**config.mk**
```make
export PLATFORM = sky130hd
export DESIGN_NAME = burst_col_gen
export DESIGN_NICKNAME = d
export VERILOG_FILES = /design/src/rtl/burst_pkg.sv /design/src/rtl/burst_mode_dec.sv /design/src/rtl/burst_ctl.sv /design/src/rtl/burst_col_map.sv /design/src/rtl/burst_col_gen.sv
export SDC_FILE = /design/constraint.sdc
export NUM_CORES = 1
export LEC_CHECK = 0
export ABC_AREA = 1
export CAP_MARGIN = 20
export CORE_UTILIZATION = 57
export DETAILED_ROUTE_END_ITERATION = 7
export GPL_ROUTABILITY_DRIVEN = 0
export HOLD_SLACK_MARGIN = 0.15
export PLACE_DENSITY = 0.88
export SLEW_MARGIN = 20
export SYNTH_ARGS = -nofsm -noshare
export SYNTH_HDL_FRONTEND = slang
export SYNTH_SLANG_ARGS = --single-unit
```
**constraint.sdc**
```tcl
create_clock -name clk -period 3.5 [get_ports clk]
set_input_delay 0.525 -clock clk [delete_from_list [all_inputs] [get_ports clk]]
set_output_delay 0.525 -clock clk [all_outputs]
set_load 0.05 [all_outputs]
```
**src/rtl/burst_pkg.sv**
```systemverilog
package burst_pkg;
  localparam int COL_W = 8;

  // Column of beat k: upper bits kept, low bits walk by add or XOR
  function automatic logic [COL_W-1:0] beat_col(
    input logic [COL_W-1:0] scol,
    input logic [COL_W-1:0] beat,
    input logic [COL_W-1:0] mask,
    input logic             ilv
  );
    logic [COL_W-1:0] low;
    low = ilv ? (scol ^ beat) : (scol + beat);
    return (scol & ~mask) | (low & mask);
  endfunction
endpackage

```
**src/rtl/burst_mode_dec.sv**
```systemverilog
module burst_mode_dec
  import burst_pkg::*;
(
  input  logic [2:0]       len_code,
  input  logic             ilv,
  output logic             legal,
  output logic             full,
  output logic [COL_W-1:0] mask
);
  always_comb begin
    legal = 1'b1;
    full  = 1'b0;
    mask  = '0;
    case (len_code)
      3'b001: mask = COL_W'(1);
      3'b010: mask = COL_W'(3);
      3'b011: mask = COL_W'(7);
      3'b111: begin
        mask  = '1;
        full  = 1'b1;
        legal = ~ilv;
      end
      default: legal = 1'b0;
    endcase
  end
endmodule

```
**src/rtl/burst_ctl.sv**
```systemverilog
module burst_ctl
  import burst_pkg::*;
(
  input  logic             clk,
  input  logic             rst_n,
  input  logic             start,
  input  logic [COL_W-1:0] start_col,
  input  logic             legal_in,
  input  logic             full_in,
  input  logic [COL_W-1:0] mask_in,
  input  logic             ilv_in,
  input  logic             term,
  output logic             busy,
  output logic [COL_W-1:0] beat,
  output logic [COL_W-1:0] scol,
  output logic [COL_W-1:0] mask,
  output logic             ilv,
  output logic             last,
  output logic             err
);
  logic full;
  // named internal events
  logic accept_ev, reject_ev, finish_ev;

  assign accept_ev = start & ~busy & legal_in;
  assign reject_ev = start & ~busy & ~legal_in;
  assign last      = busy & ~full & (beat == mask);
  assign finish_ev = busy & (term | last);

  always_ff @(posedge clk or negedge rst_n) begin
    if (!rst_n) begin
      busy <= 1'b0;
      beat <= '0;
      scol <= '0;
      mask <= '0;
      ilv  <= 1'b0;
      full <= 1'b0;
      err  <= 1'b0;
    end else begin
      err <= reject_ev;
      if (accept_ev) begin
        busy <= 1'b1;
        beat <= '0;
        scol <= start_col;
        mask <= mask_in;
        ilv  <= ilv_in;
        full <= full_in;
      end else if (finish_ev) begin
        busy <= 1'b0;
      end else if (busy) begin
        beat <= beat + 1'b1;
      end
    end
  end


  beat_in_block_chk: assert property (@(posedge clk) disable iff (!rst_n)
    (busy && !full) |-> ((beat & ~mask) == '0));

  idle_after_last_chk: assert property (@(posedge clk) disable iff (!rst_n)
    last |=> !busy);

  term_stops_chk: assert property (@(posedge clk) disable iff (!rst_n)
    (busy && term) |=> !busy);

  err_no_burst_chk: assert property (@(posedge clk) disable iff (!rst_n)
    reject_ev |=> (err && !busy));

  busy_start_ignored_chk: assert property (@(posedge clk) disable iff (!rst_n)
    (busy && !finish_ev) |=> ($stable(scol) && $stable(mask) && $stable(ilv)));

  full_no_last_chk: assert property (@(posedge clk) disable iff (!rst_n)
    (busy && full) |-> !last);
endmodule

```
**src/rtl/burst_col_map.sv**
```systemverilog
module burst_col_map
  import burst_pkg::*;
(
  input  logic [COL_W-1:0] scol,
  input  logic [COL_W-1:0] beat,
  input  logic [COL_W-1:0] mask,
  input  logic             ilv,
  output logic [COL_W-1:0] col
);
  assign col = beat_col(scol, beat, mask, ilv);
endmodule

```
**src/rtl/burst_col_gen.sv**
```systemverilog
module burst_col_gen
  import burst_pkg::*;
(
  input  logic             clk,
  input  logic             rst_n,
  input  logic             start_i,
  input  logic [COL_W-1:0] start_col_i,
  input  logic [2:0]       len_code_i,
  input  logic             ilv_i,
  input  logic             term_i,
  output logic [COL_W-1:0] col_o,
  output logic             valid_o,
  output logic             last_o,
  output logic             mode_err_o
);
  logic             dec_legal, dec_full, q_ilv;
  logic [COL_W-1:0] dec_mask, q_beat, q_scol, q_mask;

  burst_mode_dec u_dec (
    .len_code (len_code_i),
    .ilv      (ilv_i),
    .legal    (dec_legal),
    .full     (dec_full),
    .mask     (dec_mask)
  );

  burst_ctl u_ctl (
    .clk       (clk),
    .rst_n     (rst_n),
    .start     (start_i),
    .start_col (start_col_i),
    .legal_in  (dec_legal),
    .full_in   (dec_full),
    .mask_in   (dec_mask),
    .ilv_in    (ilv_i),
    .term      (term_i),
    .busy      (valid_o),
    .beat      (q_beat),
    .scol      (q_scol),
    .mask      (q_mask),
    .ilv       (q_ilv),
    .last      (last_o),
    .err       (mode_err_o)
  );

  burst_col_map u_map (
    .scol (q_scol),
    .beat (q_beat),
    .mask (q_mask),
    .ilv  (q_ilv),
    .col  (col_o)
  );


  upper_bits_fixed_chk: assert property (@(posedge clk) disable iff (!rst_n)
    (valid_o && $past(valid_o)) |-> ((col_o | q_mask) == ($past(col_o) | q_mask)));

  last_with_valid_chk: assert property (@(posedge clk) disable iff (!rst_n)
    last_o |-> valid_o);

  err_single_chk: assert property (@(posedge clk) disable iff (!rst_n)
    mode_err_o |=> !mode_err_o);
endmodule

```
# After elaboration in Yosys (flattened, before gate mapping)

Index checks and enable logic that the tools add are counted.

Memory bits (writable): 0
Memories: 0
ROM bits: 0
Latch bits: 0
Register bits after elaboration: 28

Bitwise gates (word level): 16
Multipliers: 0
Divide/modulo/power cells: 0
$lt $le $gt $ge: 0
Shift operators: 0
Reduce and logical (&&, ||, !) cells: 4
Multiplexer cells: 9
$add $sub $neg: 2
Equality and inequality tests: 6

Operators with widths:

| cell                | number |
|---|---|
| $mux 8              | 4 |
| $pmux 8 s4          | 1 |
| $and 8x8->8         | 2 |
| $add 8x1->8 const B | 1 |
| $add 8x8->8         | 1 |
| $eq 8x8->1          | 1 |
| $not 8->8           | 1 |
| $or 8x8->8          | 1 |
| $xor 8x8->8         | 1 |
| $and 1x1->1         | 6 |
| $eq 3x2->1 const B  | 2 |
| $not 1->1           | 4 |
| $reduce_bool 2->1   | 2 |
| $eq 3x1->1 const B  | 1 |
| $eq 3x3->1 const B  | 1 |
| $mux 1              | 3 |
| $reduce_or 3->1     | 1 |
| $ne 2x1->1 const B  | 1 |
| $pmux 1 s2          | 1 |
| $reduce_and 2->1    | 1 |
| $or 1x1->1          | 1 |

# Longest topological paths before layout

Gate-level depths: netlist of run 1.

Depth after elaboration: 7
Depth in mapped cells: 10
Gate-level depth less buffers: 10

# Hierarchy

A second synthesis of run 1 with hierarchy kept.

Cells, all modules: 242
Area total of the unflattened synthesis: 1879.3 um2

Modules (own cells, without submodules):

| module         | times used | cells each | area each (um2) |
|---|---|---|---|
| burst_ctl      | 1          | 148        | 1353.8 |
| burst_col_map  | 1          | 78         | 437.9 |
| burst_mode_dec | 1          | 16         | 87.6 |

# Worst setup path before layout of run 1

No wires, ideal clock.

Path kind: register -> output
Start: register u_ctl.beat[0]
End: output port col_o[4]
Arrival time: 2501 ps
Cell stages (with the launch flop): 8
Data required time: 2975 ps
Buffers on the path: 0
Setup slack: 474 ps
Path through: dfrtp_1 -> ha_1 -> inv_1 -> fa_1 -> o21ai_0 -> nand2_1 -> xor2_1 -> o21ai_0

Cells in the longest elaborated chain, start to end: 4

Ends and longest elaborated chain:

| what                   | RTL line            | text |
|---|---|---|
| start, declared        | burst_ctl.sv:14     | `output logic [COL_W-1:0] beat,` |
| start signal, assigned | burst_ctl.sv:51     | `beat <= beat + 1'b1;` |
| $add 8x8->8            | burst_pkg.sv:12     | `low = ilv ? (scol ^ beat) : (scol + beat);` |
| $mux 8                 | burst_pkg.sv:12     |  |
| $and 8x8->8            | burst_pkg.sv:13     | `return (scol & ~mask) \| (low & mask);` |
| $or 8x8->8             | burst_pkg.sv:13     |  |
| end, declared          | burst_col_gen.sv:11 | `output logic [COL_W-1:0] col_o,` |

No other way between the ends.

# Final worst setup path of run 1

Start: register u_ctl.beat[2]
End: output port col_o[7]

The elaborated chain is that of the path after synthesis.

==> flow_summary.json, run 1 <==
{
  "ctsResizeCount": 0,
  "met1_length_um": 1650,
  "num_antenna_cells": 0,
  "setup_viol": 0,
  "worstSkewPairLatency_ns": 0.32,
  "synth-seq-cells": 24,
  "reg2reg_setup_slack_ns": 1.73,
  "cts.sinks": 24,
  "tritoncts": "done",
  "drc": 0,
  "clockBufferDepth": 2,
  "avgSynthCellArea_sq_um": 7.23,
  "hold_class": "in -> async",
  "yosys_warnings": 0,
  "max_cap_violations": 0,
  "design.die.area_sq_mm": 0.00299,
  "grt_pass1_vias": 1361,
  "slowest_stage": "clkdlybuf4s50_1",
  "syn_to_final_growth_pct": 21.5,
  "layout-drive-gt1-share_pct": 5.26,
  "power.density_mw_per_mm2": 553,
  "initial_utilization_pct": 62.2,
  "row_count": 18,
  "crit_fanout": 7,
  "post-route-period-util_pct": 91.0,
  "path_buf_inv": 1,
  "yosys.area.top_type": "dfrtp_1",
  "hold_ws_ns": 0.159,
  "finalPower_mw": 1.06,
  "ant_nets": 0,
  "io_pins": 27,
  "rsz0062_at_grt": "no",
  "fmax_mhz": 314,
  "status": "completed",
  "maxSlewHeadroom_pct": 52.1,
  "cts_setup_buffers": 0,
  "yosys-top-cells-area": "dfrtp_1, nand2_1, nand3_1",
  "dieHeight_um": 54.7,
  "core-area_sq_mm": 0.00254,
  "dpl_cell_area_sq_mm": 0.00187,
  "drt-total-wl_um": 3550,
  "cts_made_buffers": 3,
  "hold_violations": 0,
  "start_kind": "flip-flop",
  "cp_slowest_stage_delay_ns": 0.79,
  "maxSlewViolCount": 0,
  "dp_cells": 273,
  "grt-ovfl-total": 0,
  "met2_length_um": 1680,
  "grt_max_degree": 25,
  "htree_levels": 1,
  "grt_usage_pct": 28.1,
  "highest_layer": "met4",
  "io_buffers": 26,
  "cp-end-kind": "output pin",
  "path_cells": "ha_1 -> nand3_1 -> nand3_1 -> nand2_1 -> nand2_1 -> nand2_1 -> nand2_1 -> nand3_1 -> nand2_1 -> nand2_1 -> clkdlybuf4s50_1",
  "wl_met3_um": 179,
  "num_vias": 1513,
  "cts.clk_slew.worst_paths_ns": 0.13,
  "fin_setup_tns_ns": 0,
  "antenna_found_initial": 0,
  "final_design_area_no_fill_sq_mm": 0.00192,
  "path_class": "reg -> out",
  "hpwlAfterDp_um": 2590,
  "leakage_nw": 1.02,
  "ys_types": 23,
  "routedWlPerCell_um": 12.8,
  "tightestPinTransition_ns": 0.715,
  "cp.arrival_ns": 2.66,
  "syn_inst": 219,
  "nets": 273,
  "cp_common_cell": "nand2_1",
  "synth_top_area_share_pct": 37.9,
  "clock-root-buffer": "clkbuf_4",
  "crit_family": "buffers and inverters",
  "fin_crit_ns": 3.18,
  "dieWidth_um": 54.7,
  "grt_first_pass_wirelength_um": 5840,
  "dr.first_iter.drc_count": 38,
  "skew_ns": 0.00213,
  "dr.pass1.iters": 4,
  "cp_data_required_time_ns": 2.97,
  "hold_buffers": 0,
  "ys_seq_area_share_pct": 37.9,
  "synth_fp_nets": 244,
  "synthesis.area_sq_mm": 0.00158,
  "routed_via_density": 5.46,
  "vdd_drop_max_mv": 0.448,
  "final_cells": 277
}
[state kept, by name (all words and copies together) (netlist names)]
name and count:
u_ctl.err 1, u_ctl.mask 4, u_ctl.busy 1, u_ctl.scol 8
u_ctl.full 1, u_ctl.beat 8, u_ctl.ilv 1
[area by class of cell]
type / count / area [sq um]
Timing Repair Buffer: 26 / 260
Inverter: 28 / 105
Fill cell: 199 / 622
Multi-Input combinational cell: 165 / 867
Tap cell: 30 / 37.5
Sequential cell: 24 / 601
Clock buffer: 3 / 22.5
Clock inverter: 1 / 30.0
[cells by family after synthesis]
family,count (synthesis),synth area share (%)
fa+ha+maj,9,7.59
xor+xnor,8,4.43
buf+inv,30,7.27
flops,24,37.9
simple gates,126,35.7
compound gates,22,7.11
[routing by layer]
metal / GRT usage [%] / up-vias
met3: 6.67 / 4
li1: - / 763
met1: 34.8 / 705
met4: 11.5 / 0
met2: 46.2 / 41
met5: 0 / -
[where the power goes]
part / internal (mW) / switching [mW] / total, mW
clock network: 0.116 / 0.0872 / 0.203
logic: 0.171 / 0.312 / 0.483
registers: 0.324 / 0.0528 / 0.377
[layout by cell type, fill, tap and decap left out, drive strengths merged]
cell,netlist,routed
a21boi,1,1
a21oi,4,4
buf,2,1
bufinv,0,1
clkbuf,0,3
clkdlybuf4s50,0,23
clkinv,1,1
dfrtp,24,24
dlymetal6s2s,0,2
fa,1,1
ha,8,8
inv,27,27
nand2,78,78
nand3,30,30
nand3b,3,3
nand4,4,4
nor2,10,10
o21ai,17,17
or2,1,1
xnor2,2,2
xor2,6,6
[metrics by stage]
step / utilization [%] / setup slack, ns
floorplan: - / 0.474
global placement: 73.5 / 0.494
detailed placement: 73.5 / 0.467
CTS: 75.6 / 0.0616
global route: 75.6 / 0.0690
finish: 75.6 / 0.315
[final timing paths]
| check | startpoint | endpoint | depth (start not counted) |
|---|---|---|---|
| setup / recovery | u_ctl.beat[2] | col_o[7] | 11 |
| hold / removal | rst_n | u_ctl.busy | 1 |
| setup reg to reg | u_ctl.busy | u_ctl.full | 5 |
| hold reg to reg | u_ctl.scol[6] | u_ctl.scol[6] | 2 |
| max in group asynchronous | rst_n | u_ctl.scol[2] | 1 |
| min in group clk | u_ctl.scol[6] | u_ctl.scol[6] | 2 |
[Yosys cell counts]
master    instances
nand4_1           3
xnor2_1           2
nand3_2           1
clkinv_1          1
a21oi_1           4
nand4_4           1
nor2_1            9
nand2_1          77
o21ai_0          10
a21boi_0          1
inv_2             3
or2_2             1
nand3_1          29
fa_1              1
dfrtp_1          24
xor2_1            6
buf_2             2
ha_1              8
inv_1            24
nand3b_1          3
nor2_2            1
o21ai_1           7
nand2_4           1
Power figures use the tool's default switching activity.
==> inputs of run 2 (changes only) <==
CORE_MARGIN = 2   (was not set)
==> run 2 against run 1 <==
Against the previous run: first-iteration DRC count increased by 55%; sequential share of layout area increased by 0.12 points; sequential power about the same; maximum frequency about the same; setup slack improved by 0.0019 ns; flip-flop and latch count unchanged; non-clock buffer count increased by 1; register-to-register slack improved by 0.20 ns; combinational power about the same; global-route usage decreased by 4.2 points; critical endpoint is now col_o[1]; highest routed layer unchanged.
==> flow_summary.json, run 2 (same netlist as run 1, synthesis figures left out) <==
{
  "status": "completed",
  "cts_made_buffers": 3,
  "hold_violations": 0,
  "hold_ws_ns": 0.175,
  "layout-drive-gt1-share_pct": 5.65,
  "antenna_found_initial": 0,
  "skew_ns": 0.00508,
  "routedWlPerCell_um": 12.5,
  "start_kind": "flip-flop",
  "largest_registers": "u_ctl.beat: 8 flops, u_ctl.scol: 8 flops, u_ctl.mask: 4 flops",
  "cts.clk_slew.worst_paths_ns": 0.14,
  "power.density_mw_per_mm2": 527,
  "routed_via_density": 5.28,
  "final_cell_mix": "nand2_1, nand3_1, inv_1, dfrtp_1, clkdlybuf4s50_1",
  "hold_class": "in -> async",
  "utilization_pct": 71.3,
  "vdd_drop_max_mv": 0.433,
  "num_antenna_cells": 0,
  "initial_utilization_pct": 58.9,
  "core-area_sq_mm": 0.00269,
  "grt-ovfl-total": 0,
  "cp.arrival_ns": 2.66,
  "worstReg2RegEnd": "u_ctl.full",
  "path_buf_inv": 2,
  "dieHeight_um": 56.7,
  "clockBufferDepth": 2,
  "syn_to_final_growth_pct": 21.0,
  "crit_family": "buffers and inverters",
  "grt_first_pass_wirelength_um": 6140,
  "dp_slack_ns": 0.486,
  "row_count": 19,
  "cp-end-kind": "output pin",
  "fin_setup_tns_ns": 0,
  "setup_viol": 0,
  "io_pins": 27,
  "fin_crit_ns": 3.18,
  "nets": 274,
  "hpwlAfterDp_um": 2580,
  "leakage_nw": 1.02,
  "htree_levels": 1,
  "slowest_stage": "clkdlybuf4s50_1",
  "dieWidth_um": 56.7,
  "cts_setup_buffers": 0,
  "cp_slowest_stage_delay_ns": 0.83,
  "dr.first_iter.drc_count": 59,
  "reg2reg_setup_slack_ns": 1.93,
  "grt_pass1_vias": 1425,
  "design.die.area_sq_mm": 0.00321,
  "clock-root-buffer": "clkbuf_4",
  "drt-total-wl_um": 3490,
  "drc": 0,
  "path_class": "reg -> out",
  "cp_data_required_time_ns": 2.97,
  "num_vias": 1474,
  "reg2reg_depth": 6,
  "grt_max_degree": 25,
  "dr.pass1.iters": 4,
  "ant_nets": 0,
  "maxSlewViolCount": 0,
  "worst_slack_ns": 0.317,
  "fmax_mhz": 314,
  "tightestPinTransition_ns": 0.759,
  "crit_fanout": 6,
  "cp_common_cell": "o21ai_0",
  "io_buffers": 26,
  "r2r_start": "u_ctl.busy",
  "maxSlewHeadroom_pct": 49.2,
  "path_cells": "ha_1 -> inv_1 -> fa_1 -> a21oi_1 -> o21ai_0 -> o21ai_0 -> clkdlybuf4s50_1",
  "grt_usage_pct": 23.9,
  "post-route-period-util_pct": 90.9,
  "max_cap_violations": 0,
  "tritoncts": "done",
  "worstSkewPairLatency_ns": 0.31,
  "cts.sinks": 24,
  "rsz0062_at_grt": "no",
  "finalPower_mw": 1.01,
  "final_common_cell": "nand2_1"
}
[run 2: worst max-delay path by stage]
stage | start | to | slack [ns] | cells past startpoint
finish | u_ctl.beat[0] | col_o[1] | 0.32 | 7
global route | u_ctl.beat[2] | col_o[7] | 0.12 | 10
CTS | u_ctl.beat[0] | col_o[4] | 0.11 | 8
detailed placement | u_ctl.beat[0] | col_o[4] | 0.49 | 8
global placement | u_ctl.beat[0] | col_o[4] | 0.52 | 8
floorplan | u_ctl.beat[0] | col_o[4] | 0.47 | 7
[run 2: power by group]
part	switching, mW	leakage (nW)	total [mW]	internal [mW]
clock network	0.0854	0.0210	0.149	0.0635
logic	0.309	0.690	0.481	0.172
registers	0.0552	0.309	0.379	0.324
[run 2: timing repair]
action | in CTS | in global routing
endpoints found under the setup margin | 0 | 2
hold buffers | 0 | 0
resized for setup | 0 | 2
[run 2: final cells by class]
class                      instances  area, sq um
fill                             222          771
timing repair buffer              27          268
tap                               31         38.8
clock buffer                       4         36.3
sequential                        24          601
multi-input combinational        165          867
inverter                          28          105
[run 2: per-layer routing]
metal,track usage (%),share of wire (%),vias to the layer above
met5,0,0,-
met4,5.78,0.69,0
met3,3.00,2.9,4
met2,40.9,48,21
met1,32.1,49,686
li1,-,-,763
[run 2: metrics by stage]
stage	std cells	area [sq um]
2_1_floorplan	219	1580
3_3_place_gp	275	1880
3_5_place_dp	275	1880
4_1_cts	279	1920
5_1_grt	279	1920
6_report	279	1920
[run 2: worst register-to-register path: stages (launching register included)]
cell	delay, ns
dfrtp_1	0.45
nor2_1	0.18
nand3_2	0.08
buf_4	0.21
inv_2	0.26
nand4_1	0.20
o21ai_0	0.12
